**config.mk**
```make
export PLATFORM = sky130hd
export DESIGN_NAME = strobe_pacer
export DESIGN_NICKNAME = d
export VERILOG_FILES = /design/src/rtl/pacer_pkg.sv /design/src/rtl/pacer_counter.sv /design/src/rtl/pacer_skew.sv /design/src/rtl/pacer_gate.sv /design/src/rtl/strobe_pacer.sv
export SDC_FILE = /design/constraint.sdc
export NUM_CORES = 1
export LEC_CHECK = 0
export ABC_CLOCK_PERIOD_IN_PS = 5300
export BUFFER_PORTS_ARGS = -buffer_cell sky130_fd_sc_hd__buf_4
export CORE_MARGIN = 4
export CORE_UTILIZATION = 35
export CTS_CLUSTER_DIAMETER = 40
export DETAILED_ROUTE_END_ITERATION = 8
export PLACE_DENSITY = 0.56
export SLEW_MARGIN = 20
export SYNTH_ARGS = -nofsm -noshare
export SYNTH_HDL_FRONTEND = slang
export SYNTH_HIERARCHICAL = 1
export SYNTH_SLANG_ARGS = --single-unit
```
**constraint.sdc**
```tcl
create_clock -name clk -period 5.3 [get_ports clk]
set_input_delay 0.53 -clock clk [delete_from_list [all_inputs] [get_ports clk]]
set_output_delay 0.53 -clock clk [all_outputs]
set_load 0.02 [all_outputs]
```
**src/rtl/pacer_pkg.sv**
```systemverilog
package pacer_pkg;
  typedef enum logic {
    PM_RECV = 1'b0,
    PM_SEND = 1'b1
  } pace_mode_e;
endpackage

```
**src/rtl/pacer_counter.sv**
```systemverilog
module pacer_counter #(
  parameter int CW = 4
) (
  input  logic          clk,
  input  logic          rst_n,
  input  logic          clr,
  input  logic          up,
  input  logic          retire,
  input  logic [CW-1:0] limit,
  output logic [CW-1:0] cnt,
  output logic          full
);
  localparam logic [CW-1:0] ONE = CW'(1);

  always_ff @(posedge clk or negedge rst_n) begin
    if (!rst_n) begin
      cnt <= '0;
    end else if (clr) begin
      cnt <= '0;
    end else if (up && retire) begin
      cnt <= cnt;
    end else if (up) begin
      cnt <= cnt + ONE;
    end else if (retire && (cnt != '0)) begin
      cnt <= cnt - ONE;
    end
  end

  assign full = (cnt >= limit);

  // retire at zero count is ignored
  assert_zero_floor_R7: assert property (@(posedge clk) disable iff (!rst_n)
    (cnt == '0 && retire && !up && !clr) |=> (cnt == '0));

  // simultaneous request and retire hold the count
  assert_same_cycle_R6: assert property (@(posedge clk) disable iff (!rst_n)
    (up && retire && !clr) |=> $stable(cnt));
endmodule

```
**src/rtl/pacer_skew.sv**
```systemverilog
module pacer_skew #(
  parameter int SKEW = 2
) (
  input  logic clk,
  input  logic rst_n,
  input  logic clr,
  input  logic launch,
  output logic pop,
  output logic busy
);
  localparam int NST = SKEW + 1;

  logic [NST-1:0] stage;

  for (genvar k = 0; k < NST; k++) begin : g_stage
    logic nxt;
    if (k == 0) begin : g_head
      assign nxt = launch;
    end else begin : g_tail
      assign nxt = stage[k-1];
    end
    always_ff @(posedge clk or negedge rst_n) begin
      if (!rst_n)   stage[k] <= 1'b0;
      else if (clr) stage[k] <= 1'b0;
      else          stage[k] <= nxt;
    end
  end

  assign pop  = stage[NST-1];
  assign busy = |stage;

  // the pending window only closes after a pop or a clear
  assert_drain_R9: assert property (@(posedge clk) disable iff (!rst_n)
    $fell(busy) |-> $past(pop || clr));
endmodule

```
**src/rtl/pacer_gate.sv**
```systemverilog
module pacer_gate
  import pacer_pkg::*;
(
  input  logic       clk,
  input  logic       rst_n,
  input  logic       clr,
  input  pace_mode_e mode,
  input  logic       pace_in,
  input  logic       below,
  input  logic       fifo_ne,
  input  logic       busy,
  output logic       issue,
  output logic       req_q
);
  logic pace_prev;
  logic rise;

  always_ff @(posedge clk or negedge rst_n) begin
    if (!rst_n) pace_prev <= 1'b0;
    else        pace_prev <= pace_in;
  end

  assign rise = pace_in && !pace_prev;

  always_comb begin
    issue = rise && !clr && below;
    if (mode == PM_SEND) issue = issue && fifo_ne && !busy;
  end

  always_ff @(posedge clk or negedge rst_n) begin
    if (!rst_n) req_q <= 1'b0;
    else        req_q <= issue;
  end

  // strobe lasts one cycle
  assert_pulse_R2: assert property (@(posedge clk) disable iff (!rst_n)
    req_q |=> !req_q);
endmodule

```
**src/rtl/strobe_pacer.sv**
```systemverilog
module strobe_pacer
  import pacer_pkg::*;
#(
  parameter int MAX_OFFSET = 15,
  parameter int SKEW       = 2,
  localparam int CW        = $clog2(MAX_OFFSET + 1)
) (
  input  logic          clk,
  input  logic          rst_n,
  input  logic          clr,
  input  logic          mode_send,
  input  logic [CW-1:0] offset_lim,
  input  logic          pace_in,
  input  logic          dma_ack,
  input  logic          ini_ack,
  input  logic          fifo_not_empty,
  output logic          req_strobe,
  output logic          fifo_pop,
  output logic          at_limit,
  output logic [CW-1:0] outstanding
);
  pace_mode_e mode;
  logic       issue;
  logic       retire;
  logic       busy;
  logic       full;

  assign mode   = pace_mode_e'(mode_send);
  assign retire = (mode == PM_SEND) ? ini_ack : dma_ack;

  pacer_gate u_gate (
    .clk     (clk),
    .rst_n   (rst_n),
    .clr     (clr),
    .mode    (mode),
    .pace_in (pace_in),
    .below   (!full),
    .fifo_ne (fifo_not_empty),
    .busy    (busy),
    .issue   (issue),
    .req_q   (req_strobe)
  );

  pacer_counter #(.CW(CW)) u_cnt (
    .clk    (clk),
    .rst_n  (rst_n),
    .clr    (clr),
    .up     (issue),
    .retire (retire),
    .limit  (offset_lim),
    .cnt    (outstanding),
    .full   (full)
  );

  pacer_skew #(.SKEW(SKEW)) u_skew (
    .clk    (clk),
    .rst_n  (rst_n),
    .clr    (clr),
    .launch (issue && (mode == PM_SEND)),
    .pop    (fifo_pop),
    .busy   (busy)
  );

  assign at_limit = full;

  // a strobe only follows a count below the limit
  assert_below_limit_R3: assert property (@(posedge clk) disable iff (!rst_n)
    req_strobe |-> $past(outstanding < offset_lim));

  // send-mode strobe only with FIFO data present
  assert_fifo_gate_R8: assert property (@(posedge clk) disable iff (!rst_n)
    req_strobe |-> $past(!mode_send || fifo_not_empty));

  // send-mode strobe never overlaps a pending read
  assert_one_pending_R10: assert property (@(posedge clk) disable iff (!rst_n)
    req_strobe |-> $past(!mode_send || !busy));

  // clear empties the count and suppresses activity
  assert_clear_R11: assert property (@(posedge clk) disable iff (!rst_n)
    clr |=> (outstanding == '0 && !req_strobe && !fifo_pop));
endmodule

```
## Word-level counts from Yosys, hierarchy flattened

Cells that the tools add are included.
Widths: inputs -> output; s select.

- Flip-flop bits (word level): 9
- Bits of input ports: 12
- Word-level logic and storage cells: 35

- Add/subtract/negate cells: 2
- Magnitude comparators: 1
- Equality and inequality tests: 1
- Muxes and demuxes: 9
- Reduce and logical (&&, ||, !) cells: 16

Operators with widths:

| kind | count |
|---|---|
| $mux 4 | 4 |
| $logic_and 1x1->1 | 8 |
| $mux 1 | 5 |
| $add 4x1->4 const B | 1 |
| $ge 4x4->1 | 1 |
| $logic_not 1->1 | 4 |
| $reduce_bool 4->1 | 1 |
| $sub 4x1->4 const B | 1 |
| $reduce_bool 3->1 | 1 |
| $reduce_or 3->1 | 1 |
| $ne 2x2->1 const B | 1 |
| $reduce_and 2->1 | 1 |

## Longest topological paths before layout

Gate-level depths: netlist of run 1.

- Depth after elaboration: 10
- Depth in mapped cells: 15

## Cells and area by module

The synthesis of run 1 kept the hierarchy.

Modules (own cells, without submodules):

| module | times used | cells each | area each (um^2) |
|---|---|---|---|
| pacer_counter | 1 | 41 | 381.6 |
| pacer_skew | 1 | 7 | 100.1 |
| pacer_gate | 1 | 5 | 76.3 |
| strobe_pacer | 1 | 3 | 26.3 |

## Least setup slack after synthesis of run 1

No wires, ideal clock.

- Path kind: register to register
- From: reg u_cnt.cnt[0]
- To: reg u_cnt.cnt[3]
- Data arrival time: 3181 ps
- Required time: 5172 ps
- Setup slack: 1991 ps
- Stages on the path, launching flop included: 16
- Path buffers: 0
- Path through: dfrtp_1 inv_1 ha_1 nand2b_1 a21o_1 a21o_1 a21o_1 inv_1 nand4bb_1 a21oi_2 inv_1 ha_1 a21oi_1 a21oi_2 a31oi_1 mux2_1

- Cells in the longest elaborated chain, start to end: 9
- Elaborated cells between the ends (all ways): 18
- Classes of those cells: add/sub (2); order compare (1); eq/ne (1); mux (5); reduce/logical (9)

RTL lines:

| what | RTL line | source |
|---|---|---|
| from (decl) | pacer_counter.sv:10 | `output logic [CW-1:0] cnt,` |
| from (signal assigned) | pacer_counter.sv:21 | `cnt <= cnt;` |
| from (signal assigned) | pacer_counter.sv:23 | `cnt <= cnt + ONE;` |
| from (signal assigned) | pacer_counter.sv:25 | `cnt <= cnt - ONE;` |
| $ge 4x4->1 (*) | pacer_counter.sv:29 | `assign full = (cnt >= limit);` |
| via at_limit | strobe_pacer.sv:19 | `output logic at_limit,` |
| $logic_not 1->1 (*) | strobe_pacer.sv:37 | `.below (!full),` |
| $logic_and 1x1->1 (*) | pacer_gate.sv:26 | `issue = rise && !clr && below;` |
| $logic_and 1x1->1 (2 in a row) | pacer_gate.sv:27 | `if (mode == PM_SEND) issue = issue && fifo_ne && !busy;` |
| $mux 1 (*) | pacer_gate.sv:27 |  |
| via issue | strobe_pacer.sv:23 | `logic issue;` |
| $mux 4 or $logic_and 1x1->1 (tied branches) | pacer_counter.sv:22, pacer_counter.sv:20 |  |
| $mux 4 or $ne 2x2->1 (tied branches) | - |  |
| $mux 4 or $reduce_and 2->1 (tied branches) | - |  |

Mark *: on every way through the listed nets, which the timed path passes. The rest lies on a longest branch. The select of a mux whose other input is x is not followed.
A chain may end at the register's enable or synchronous reset.

## Worst setup path after layout of run 1

- From: reg u_cnt.cnt[0]
- To: reg u_cnt.cnt[3]

- Cells in the longest elaborated chain, start to end: 9
- Elaborated cells between the ends (all ways): 18
- Classes of those cells: add/sub (2); order compare (1); eq/ne (1); mux (5); reduce/logical (9)

RTL lines:

| what | RTL line |
|---|---|
| $ge 4x4->1 (*) | pacer_counter.sv:29 |
| $logic_not 1->1 (*) | strobe_pacer.sv:37 |
| $logic_and 1x1->1 (*) | pacer_gate.sv:26 |
| $logic_and 1x1->1 (2 in a row) | pacer_gate.sv:27 |
| $mux 1 (*) | pacer_gate.sv:27 |
| via issue | strobe_pacer.sv:23 |
| $mux 4 or $logic_and 1x1->1 (tied branches) | pacer_counter.sv:22, pacer_counter.sv:20 |
| $mux 4 or $ne 2x2->1 (tied branches) | - |
| $mux 4 or $reduce_and 2->1 (tied branches) | - |

Marked as above.

==> out/qor.csv, run 1 <==
stage;metric;value;unit
routing;post-route DRC violation count;0;
yosys;top-area cell type share of the netlist area;0.3854;
die;die height;48.86;microns
place;post-DP HPWL;936.5;microns
pwr;power per cell area;447.9;nW/um^2
place;PortBufs;18;
cells_and_area;antenna diode count;0;
global_route;global-route wire length before repair;2166;microns
cts;CTS tree;built;
pwr;LEAKAGE;0.4032;nW
cells_and_area;Final Util;0.4968;
worst_setup_path;data arrival time of the critical path;3490;ps
yosys;Cell variety after synth;22;
timing;Tmin final;3345;ps
timing;WHS;81.20;ps
yosys;Avg Inst Size Synth;10.43;sq um
place;Cell Area, Placed;739.5;sq um
timing;Fin. Hold Viols;0;
cells_and_area;area delta synth->final;31.05;%
timing;setup TNS;0;ps
yosys;top post-synthesis cells by area;dfrtp_1, ha_1, inv_1, nand2b_1, nor2b_1;
die;IO Count;19;
yosys;Ys Warns;6;
global_route;vias in the first global route;518;
routing;drt pass-1 iters;4;
die;Core Footprint;1541;sq um
worst_setup_path;Max FO, Critical Path;6;
worst_setup_path;worst setup path startpoint;u_cnt/cnt[0];
timing;fin worst setup slack;1955;ps
cts;hold buffers post-CTS;0;
global_route;pin count of the biggest net entering global routing;10;
yosys;post-synthesis mux area share;0.04497;
yosys;Adder-Cell Fraction of Synth Area;0.1627;
yosys;Mapped Cells;56;
worst_setup_path;worst r2r dst;u_cnt/cnt[3];
worst_setup_path;CP Data Required Time;5440;ps
routing;vias;453;
die;die area;2387;sq um
yosys;post-synthesis compound-gate area fraction;0.1178;
worst_setup_path;Reg2Reg Depth;15;
cells_and_area;FF/Latch Area;225.2;sq um
status;status;completed;
die;std cell rows;14;
cts;Clock Path Buffers;2;
global_route;initial antenna violation count;0;
worst_setup_path;Worst setup SP type;flip-flop;
global_route;All-Layer GR Usage;0.1131;
place;Place WS;1840;ps
yosys;largest family of logic cells by synthesized area;simple AND/OR/NAND/NOR gates;
die;Die Width;48.86;microns
timing;Worst Tran Pin Value;323.4;ps
timing;RSZ-0062 raised after global routing;no;
yosys;Post-Synth Simple-Gate Area;0.2141;
yosys;Synth Area in XOR/XNOR;0.02998;
timing;final period utilization;0.6310;
worst_setup_path;worst r2r src;u_cnt/cnt[0];
routing;drt via density;4.819;
routing;WL per Instance;12.16;microns
cells_and_area;area occupied by multi-input gates;332.8;sq um
pwr;Power, Total;0.3430;mW
run;Max Cap Violations;0;
timing;FMAX;299.0;MHz
routing;Routed Antenna Nets;0;
timing;Clock Skew;5.698;ps
yosys;post-synth top area cell;dfrtp_1;
place;Inst Count DP;90;
yosys;Post-Syn Area;584.3;sq um
cells_and_area;fin area;765.7;sq um
cells_and_area;fin cells;94;
global_route;GR Overflow Total;0;
cts;post-CTS sizing;0;
worst_setup_path;FF-to-FF setup slack;1960;ps
place;Routability Congestion;0.6509;
pwr;Peak VDD IR;0.0002137;V
timing;Slew HR;0.7844;
cells_and_area;# nets final;98;
routing;final wirelength;1143;microns
cells_and_area;share of post-route cells with drive strength above 1;0.3333;
cts;H-tree depth;1;
worst_setup_path;critical path class;reg2reg;
yosys;register area share after synthesis;0.3854;
cts;postcts setup bufs;0;
cts;CTS Root Buffer Type;clkbuf_4;
timing;fin. max-slew vios;0;
yosys;Post-Syn Nets;75;
min_path;Worst Hold Class;in2async;
die;Starting Density;0.3791;
worst_setup_path;Critical Path Sink Type;flip-flop;
timing;setup violators final;0;
cts;clk_lat worst skew;260;ps
cts;Clk pin slew, worst setup/hold paths;60;ps
cells_and_area;Filler cells;159;
cts;total CTS buffers;3;
cts;Num Clock Sinks;9;
yosys;Seq cells post-synth;9;
routing;DR iter-0 viols;6;
## worst max path at each step
stage                        end
floorplan           u_cnt/cnt[3]
CTS                 u_cnt/cnt[3]
global placement    u_cnt/cnt[3]
global route        u_cnt/cnt[3]
detailed placement  u_cnt/cnt[3]
finish              u_cnt/cnt[3]
## where the power goes
| group | internal (mW) | switching [mW] | leakage, nW | total (mW) |
|---|---|---|---|---|
| clock | 0.0290 | 0.0236 | 0.0150 | 0.0526 |
| sequential | 0.0822 | 0.0255 | 0.121 | 0.108 |
| combinational | 0.0931 | 0.0896 | 0.267 | 0.183 |
## state kept, by name (all words and copies together), names as in the netlist
signal and cells:
u_cnt/cnt 4, u_skew/g_stage.nxt 2, u_gate/pace_prev 1, u_gate/req_q 1, u_skew/pop 1
## logic make-up (layout without fill, tap and decap cells)
logic type,Yosys count,count (layout)
XOR/XNOR,2,2
AND/OR/NAND/NOR,19,19
flip-flops,9,9
adder cells (fa/ha/maj),7,7
multiplexers,2,2
buffers and inverters,7,29
AO/OA/AOI/OAI,10,10
## cells in the mapped netlist
cell,count
a211oi_1,1
a21oi_1,2
inv_1,7
nor2b_1,4
a31oi_1,1
ha_1,6
fa_1,1
nand2_1,1
nand3_1,2
and2_2,1
or3_1,1
o21ai_1,1
nor2_1,4
mux2_4,1
a21o_1,3
xnor2_1,2
mux2_1,1
dfrtp_1,9
nor4_4,1
nand2b_1,4
a21oi_2,2
nand4bb_1,1
## final cells by class
class / instances / area share
tap: 16 / 0.02614
sequential: 9 / 0.2941
timing repair buffer: 18 / 0.1765
multi-input combinational: 40 / 0.4346
clock buffer: 4 / 0.03431
inverter: 7 / 0.03431
## layer usage
layer	GRT usage	share of wire
met1	0.1318	0.44
met2	0.1848	0.48
met3	0.03670	0.072
met4	0.05381	0.0079
met5	0	0
## worst max-delay path, cell delays in order, from the launching register on
cell       delay [ps]
dfrtp_1           470
inv_1             120
ha_1              280
nand2b_1          140
a21o_1            180
a21o_1            170
a21o_1            190
inv_1              60
nand4bb_1         110
a21oi_2           280
inv_1             110
ha_1              350
a21oi_1           220
a21oi_2            80
a31oi_1           160
mux2_1            340
## placed cells by master, fill, tap and decap left out
master / netlist / final
nor4_4: 1 / 1
ha_1: 6 / 6
and2_2: 1 / 1
nand2b_1: 4 / 4
o21ai_1: 1 / 1
buf_4: 0 / 18
nand3_1: 2 / 2
nand4bb_1: 1 / 1
nor2_1: 4 / 4
fa_1: 1 / 1
a31oi_1: 1 / 1
mux2_4: 1 / 1
or3_1: 1 / 1
clkbuf_4: 0 / 3
mux2_1: 1 / 1
a211oi_1: 1 / 1
a21oi_1: 2 / 2
inv_1: 7 / 7
xnor2_1: 2 / 2
a21oi_2: 2 / 2
dfrtp_1: 9 / 9
clkbuf_1: 0 / 1
nand2_1: 1 / 1
a21o_1: 3 / 3
nor2b_1: 4 / 4
No activity file was read; power rests on OpenSTA's default activity.
==> run 2: changes to the inputs <==
Settings changed: ABC_AREA set to 1, ABC_CLOCK_PERIOD_IN_PS 5300 to 2750, PLACE_DENSITY 0.56 to 0.58.
Clock period 5.3 ns to 2.75 ns, I/O delays scaled along.
==> run 2 against run 1 <==
  * Register-to-register slack got worse by 1600 ps
  * Synthesized cell count rose by 46%
  * Via count rose by 19%
  * Wire length rose by 0.26%
  * Clock power rose by 79%
  * Clock skew fell by 2.0 ps
  * Utilization rose by 1.8 points
  * Final cell count rose by 30%
  * Global-route usage fell by 0.32 points
  * Maximum frequency rose by 37%
  * Combinational power rose by 110%
  * Power rose by 97%
==> out/qor.csv, run 2 <==
stage;metric;value;unit
yosys;post-synth top area cell;dfrtp_1;
global_route;global-route wire length before repair;2166;microns
place;Place WS;287.1;ps
routing;DR iter-0 viols;1;
routing;final wirelength;1146;microns
timing;FMAX;410.1;MHz
yosys;commonest cells in the netlist;inv_1, nand2_1, dfrtp_1, nor2_1, ha_1;
cells_and_area;antenna diode count;0;
routing;post-route DRC violation count;0;
die;die area;2443;sq um
cells_and_area;fin cells;122;
cells_and_area;commonest non-fill, non-tap cells in the layout;inv_1, nand2_1, buf_4;
global_route;GRT Max-Usage Layer;met2;
worst_setup_path;Critical Path Sink Type;flip-flop;
routing;vias;537;
status;status;completed;
yosys;Post-Syn Nets;101;
worst_setup_path;CP Data Required Time;2920;ps
worst_setup_path;Max FO, Critical Path;6;
cts;CTS Root Buffer Type;clkbuf_4;
pwr;Peak VDD IR;0.0004191;V
timing;Slew HR;0.8589;
cts;CTS tree;built;
worst_setup_path;worst r2r src;u_cnt/cnt[1];
timing;setup violators final;0;
worst_setup_path;Worst setup SP type;flip-flop;
global_route;pin count of the biggest net entering global routing;10;
global_route;grt met3 use;0.02446;
yosys;post-synthesis compound-gate area fraction;0.07917;
yosys;Post-Syn Area;600.6;sq um
yosys;Mapped Cells;82;
min_path;hold path cells;1;
global_route;met2 Track Usage GR;0.1875;
yosys;Adder-Cell Fraction of Synth Area;0.1583;
cells_and_area;# nets final;126;
yosys;Post-synth EDFFs;0;
worst_setup_path;CP peak stage delay;430;ps
timing;Worst Tran Pin Value;211.6;ps
global_route;GR Overflow Total;0;
global_route;vias in the first global route;562;
worst_setup_path;Reg2Reg Depth;17;
timing;fin worst setup slack;311.7;ps
timing;Fin. Hold Viols;0;
worst_setup_path;slowest CP cell;dfrtp_1;
yosys;register area share after synthesis;0.3750;
min_path;Worst Hold Class;in2reg;
global_route;All-Layer GR Usage;0.1099;
place;Routability Congestion;0.7294;
yosys;top-area cell type share of the netlist area;0.3750;
run;Max Cap Violations;0;
cells_and_area;share of post-route cells with drive strength above 1;0.2453;
yosys;Synth Area in XOR/XNOR;0.01458;
routing;Routed Antenna Nets;0;
min_path;HP Start;pace_in;
pwr;LEAKAGE;0.4684;nW
cells_and_area;most common cell after layout, fill and taps aside;inv_1;
cts;total CTS buffers;3;
die;IO Count;19;
die;std cell rows;14;
min_path;Hold Path Sink;u_gate/pace_prev;
cts;Clock Path Buffers;2;
yosys;Avg Inst Size Synth;7.324;sq um
routing;drt via density;4.402;
pwr;power per cell area;843.9;nW/um^2
timing;fin. max-slew vios;0;
timing;Clock Skew;3.656;ps
place;Inst Count DP;117;
global_route;met1 usage;0.1337;
worst_setup_path;cell breakdown of the critical path;ha_1, inv_1, nor2_1, o211ai_1, nand3_1, inv_1, nand2_1, inv_1, nand2_1, nor2_2, inv_1, ha_1, a21oi_1, nand2_1, nand2_1, nand2_1, o21ai_1;
die;Starting Density;0.3852;
yosys;top_reg_cell synth;dfrtp_1;
cts;clk_lat worst skew;240;ps
timing;final period utilization;0.8867;
worst_setup_path;worst r2r dst;u_cnt/cnt[3];
yosys;fraction of registers with async set/reset;1.000;
cells_and_area;most flop-heavy register;u_cnt/cnt;
routing;drt pass-1 iters;2;
worst_setup_path;data arrival time of the critical path;2610;ps
worst_setup_path;Worst Path Buf+Inv;4;
cells_and_area;area delta synth->final;33.54;%
die;Core Footprint;1559;sq um
yosys;Post-Synth Simple-Gate Area;0.2417;
worst_setup_path;Crit path top cell by count;nand2_1;
die;die height;49.43;microns
die;Die Width;49.43;microns
routing;WL per Instance;9.393;microns
cts;postcts setup bufs;0;
yosys;most common cell in the netlist;inv_1;
cells_and_area;Largest register FFs;4;
global_route;initial antenna violation count;0;
yosys;largest family of logic cells by synthesized area;simple AND/OR/NAND/NOR gates;
worst_setup_path;CP delay by family, top;adder cells;
timing;Tmin final;2438;ps
yosys;post-synthesis mux area share;0;
yosys;Seq cells post-synth;9;
yosys;Ys Warns;6;
place;post-DP HPWL;966.5;microns
worst_setup_path;critical path class;reg2reg;
cts;H-tree depth;1;
worst_setup_path;FF-to-FF setup slack;310;ps
cts;Num Clock Sinks;9;
yosys;Cell variety after synth;14;
place;PortBufs;18;
yosys;top post-synthesis cells by area;dfrtp_1, inv_1, ha_1, nand2_1, nor2_1;
cts;Clk pin slew, worst setup/hold paths;50;ps
run 2: cell count changes in the layout (fill, tap and decap cells not counted), sizes merged, moves of 2 or more:
| cell | delta |
|---|---|
| nor2 | +6 |
| nor2b | -4 |
| nand2b | -4 |
| mux2 | -2 |
| inv | +14 |
| nand2 | +20 |
| a21o | -3 |
| xnor2 | -2 |
| o21ai | +3 |
run 2: layer usage:
metal / up-vias / wire length [microns]
met4: 0 / 0
met3: 0 / 66
li1: 295 / -
met1: 231 / 538
met5: - / 0
met2: 11 / 542
run 2: final cells by class:
cell class | instances | area [sq um]
repair buffers | 20 | 152.6
clock buffers | 4 | 26.28
well taps | 16 | 20.02
flip-flops and latches | 9 | 225.2
multi-input cells | 52 | 299.0
fillers | 163 | 757.0
inverters | 21 | 78.83
run 2: power breakdown:
| group | switching [mW] | internal (mW) | leakage (nW) |
|---|---|---|---|
| registers | 0.0448 | 0.162 | 0.118 |
| clock network | 0.0384 | 0.0554 | 0.0150 |
| logic | 0.210 | 0.166 | 0.335 |
run 2: worst reg2reg max path: stages, from the launching register on:
cell and delay [ps]:
dfrtp_1 430, ha_1 310, inv_1 60, nor2_1 30, o211ai_1 140, nand3_1 120, inv_1 70, nand2_1 40
inv_1 40, nand2_1 60, nor2_2 140, inv_1 90, ha_1 340, a21oi_1 190, nand2_1 70, nand2_1 60
nand2_1 50, o21ai_1 120
run 2: worst max-delay path by stage:
| stage | to | from | slack [ps] | cells after the start |
|---|---|---|---|---|
| floorplan | u_cnt/cnt[3] | u_cnt/cnt[1] | 20 | 17 |
| global placement | u_cnt/cnt[3] | u_cnt/cnt[1] | 320 | 17 |
| detailed placement | u_cnt/cnt[3] | u_cnt/cnt[1] | 290 | 17 |
| CTS | u_cnt/cnt[3] | u_cnt/cnt[1] | 270 | 17 |
| global route | u_cnt/cnt[3] | u_cnt/cnt[1] | -8 | 17 |
| finish | u_cnt/cnt[3] | u_cnt/cnt[1] | 310 | 17 |
run 2: repair_timing:
| action | 4_1_cts | 5_1_grt |
|---|---|---|
| endpoints found under the setup margin | 0 | 1 |
| endpoints found under the hold margin | 9 | 0 |
| hold buffers | 1 | 0 |
| resized for setup | 0 | 1 |
run 2: cell families after synthesis:
family / count (synthesis)
and+or+nand+nor: 35
DFF: 9
xor gates and xnor gates: 1
buffers and inverters: 21
AOI/OAI and AO/OA: 9
adders and majority gates: 7
run 2: through the flow:
step | area [sq um] | hold WS [ps] | power (mW) | TNS, ps | utilization
CTS | 799.5 | 143.6 | 0.6893 | 0 | 0.5128
floorplan | 600.6 | -20.59 | 0.4569 | 0 | -
finish | 802.0 | 148.5 | 0.6768 | 0 | 0.5144
global route | 802.0 | 137.0 | 0.7638 | -7.521 | 0.5144
detailed placement | 763.2 | 104.0 | 0.5911 | 0 | 0.4896
global placement | 763.2 | 103.1 | 0.5855 | 0 | 0.4896
==> run 3: changes to the inputs <==
Settings changed: CTS_CLUSTER_SIZE set to 20, PLACE_DENSITY 0.58 to 0.67, TNS_END_PERCENT set to 20.
==> run 3 against run 2 <==
  * Wire length grew 2.6%
  * Die area is the same
  * Clock skew grew 6.9 ps
  * Power grew 2.0%
  * Setup slack lost 23 ps
  * Non-clock buffer count is the same
  * Maximum frequency shrank 0.92%
  * Hold slack lost 21 ps
  * Largest cell class unchanged
==> out/qor.csv, run 3 (synthesis gave the netlist of run 2 again) <==
stage;metric;value;unit
status;status;completed;
pwr;Peak VDD IR;0.0004285;V
global_route;vias in the first global route;509;
worst_setup_path;data arrival time of the critical path;2650;ps
cells_and_area;commonest non-fill, non-tap cells in the layout;inv_1, nand2_1, buf_4;
cells_and_area;# nets final;126;
routing;Routed Antenna Nets;0;
timing;WHS;127.4;ps
cts;CTS tree;built;
cells_and_area;most flop-heavy register;u_cnt/cnt;
cts;Clk pin slew, worst setup/hold paths;70;ps
die;die area;2443;sq um
cells_and_area;Filler cells;166;
cells_and_area;Final Util;0.5136;
cells_and_area;share of post-route cells with drive strength above 1;0.2453;
routing;vias;534;
routing;drt pass-1 iters;4;
routing;final wirelength;1176;microns
die;Starting Density;0.3852;
pwr;power per cell area;862.0;nW/um^2
cts;H-tree depth;1;
timing;setup TNS;0;ps
global_route;initial antenna violation count;0;
cts;Clock Path Buffers;2;
die;IO Count;19;
cts;CTS Root Buffer Type;clkbuf_4;
die;die height;49.43;microns
worst_setup_path;Worst setup SP type;flip-flop;
cts;Num Clock Sinks;9;
place;Routability Congestion;0.7507;
timing;Worst Tran Pin Value;225.6;ps
worst_setup_path;Max FO, Critical Path;6;
routing;WL per Instance;9.639;microns
global_route;global-route wire length before repair;2111;microns
timing;Slew HR;0.8496;
cells_and_area;Largest register FFs;4;
global_route;All-Layer GR Usage;0.1113;
cts;post-CTS sizing;0;
cells_and_area;area delta synth->final;33.33;%
worst_setup_path;Critical Path Sink Type;flip-flop;
die;Die Width;49.43;microns
timing;final period utilization;0.8949;
timing;Fin. Hold Viols;0;
timing;FMAX;406.3;MHz
cts;clk_lat worst skew;260;ps
timing;RSZ-0062 raised after global routing;no;
place;Inst Count DP;117;
timing;setup violators final;0;
timing;fin worst setup slack;289.0;ps
cts;total CTS buffers;3;
cells_and_area;most common cell after layout, fill and taps aside;inv_1;
routing;post-route DRC violation count;0;
place;PortBufs;18;
timing;fin. max-slew vios;0;
global_route;GR Overflow Total;0;
die;Core Footprint;1559;sq um
timing;Tmin final;2461;ps
cells_and_area;fin cells;122;
routing;DR iter-0 viols;9;
pwr;LEAKAGE;0.4714;nW
die;std cell rows;14;
cells_and_area;antenna diode count;0;
routing;drt via density;4.377;
timing;Clock Skew;10.51;ps
place;post-DP HPWL;962.6;microns
min_path;Worst Hold Class;in2reg;
place;Place WS;280.8;ps
global_route;pin count of the biggest net entering global routing;10;
run;Max Cap Violations;0;
worst_setup_path;CP Data Required Time;2940;ps
worst_setup_path;critical path class;reg2reg;
-- run 3: changes by cell type in the layout (fill, tap and decap cells not counted) --
cell	change
nor2_1	+1
nor2_2	-1
clkinv_2	+1
clkbuf_1	-1
-- run 3: critical path, cell delays in order (launching register included) --
cell	delay, ps
dfrtp_1	440
ha_1	320
inv_1	60
nor2_1	30
o211ai_1	150
nand3_1	120
inv_1	70
nand2_1	40
inv_1	40
nand2_1	50
nor2_1	150
inv_1	100
ha_1	340
a21oi_1	180
nand2_1	80
nand2_1	60
nand2_1	60
o21ai_1	120
-- run 3: layout make-up --
class	instances	area, sq um	share of cell area
sequential	9	225.2	0.2813
inverter	21	78.83	0.09844
clock inverter	1	5.005	0.006250
clock buffer	3	22.52	0.02812
tap	16	20.02	0.02500
multi-input combinational	52	296.5	0.3703
timing repair buffer	20	152.6	0.1906
-- run 3: per-stage QoR --
| stage | total power [mW] | area [sq um] |
|---|---|---|
| after floorplan | 0.4569 | 600.6 |
| after global placement | 0.5870 | 763.2 |
| after detailed placement | 0.5968 | 763.2 |
| after CTS | 0.7021 | 800.8 |
| after global routing | 0.7572 | 800.8 |
| final | 0.6903 | 800.8 |
-- run 3: per-layer routing --
layer  track usage  part of all wire
met1        0.1472              0.49
met2        0.1629              0.45
met3       0.02446             0.035
met4       0.06912             0.018
met5             0                 0
-- run 3: report_power, final --
group / internal [mW] / total (mW) / switching, mW
Combinational: 0.166 / 0.381 / 0.216
Clock: 0.0535 / 0.100 / 0.0468
Sequential: 0.162 / 0.209 / 0.0467
Total: 0.381 / 0.690 / 0.309
-- run 3: final timing paths --
path,startpoint,end,slack (ps),cells after the start
max reg2reg,u_cnt/cnt[1],u_cnt/cnt[3],290,17
max in group asynchronous,rst_n,u_skew/g_stage[1].nxt,2240,2
min,pace_in,u_gate/pace_prev,130,1
min reg2reg,u_skew/g_stage[1].nxt,u_skew/g_stage[2].nxt,470,2
min in group asynchronous,rst_n,u_skew/g_stage[2].nxt,360,2
max,u_cnt/cnt[1],u_cnt/cnt[3],290,17
-- run 3: timing repair --
action	CTS	global route
endpoints found under the hold margin	9	0
setup buffers	0	0
hold buffers	1	0
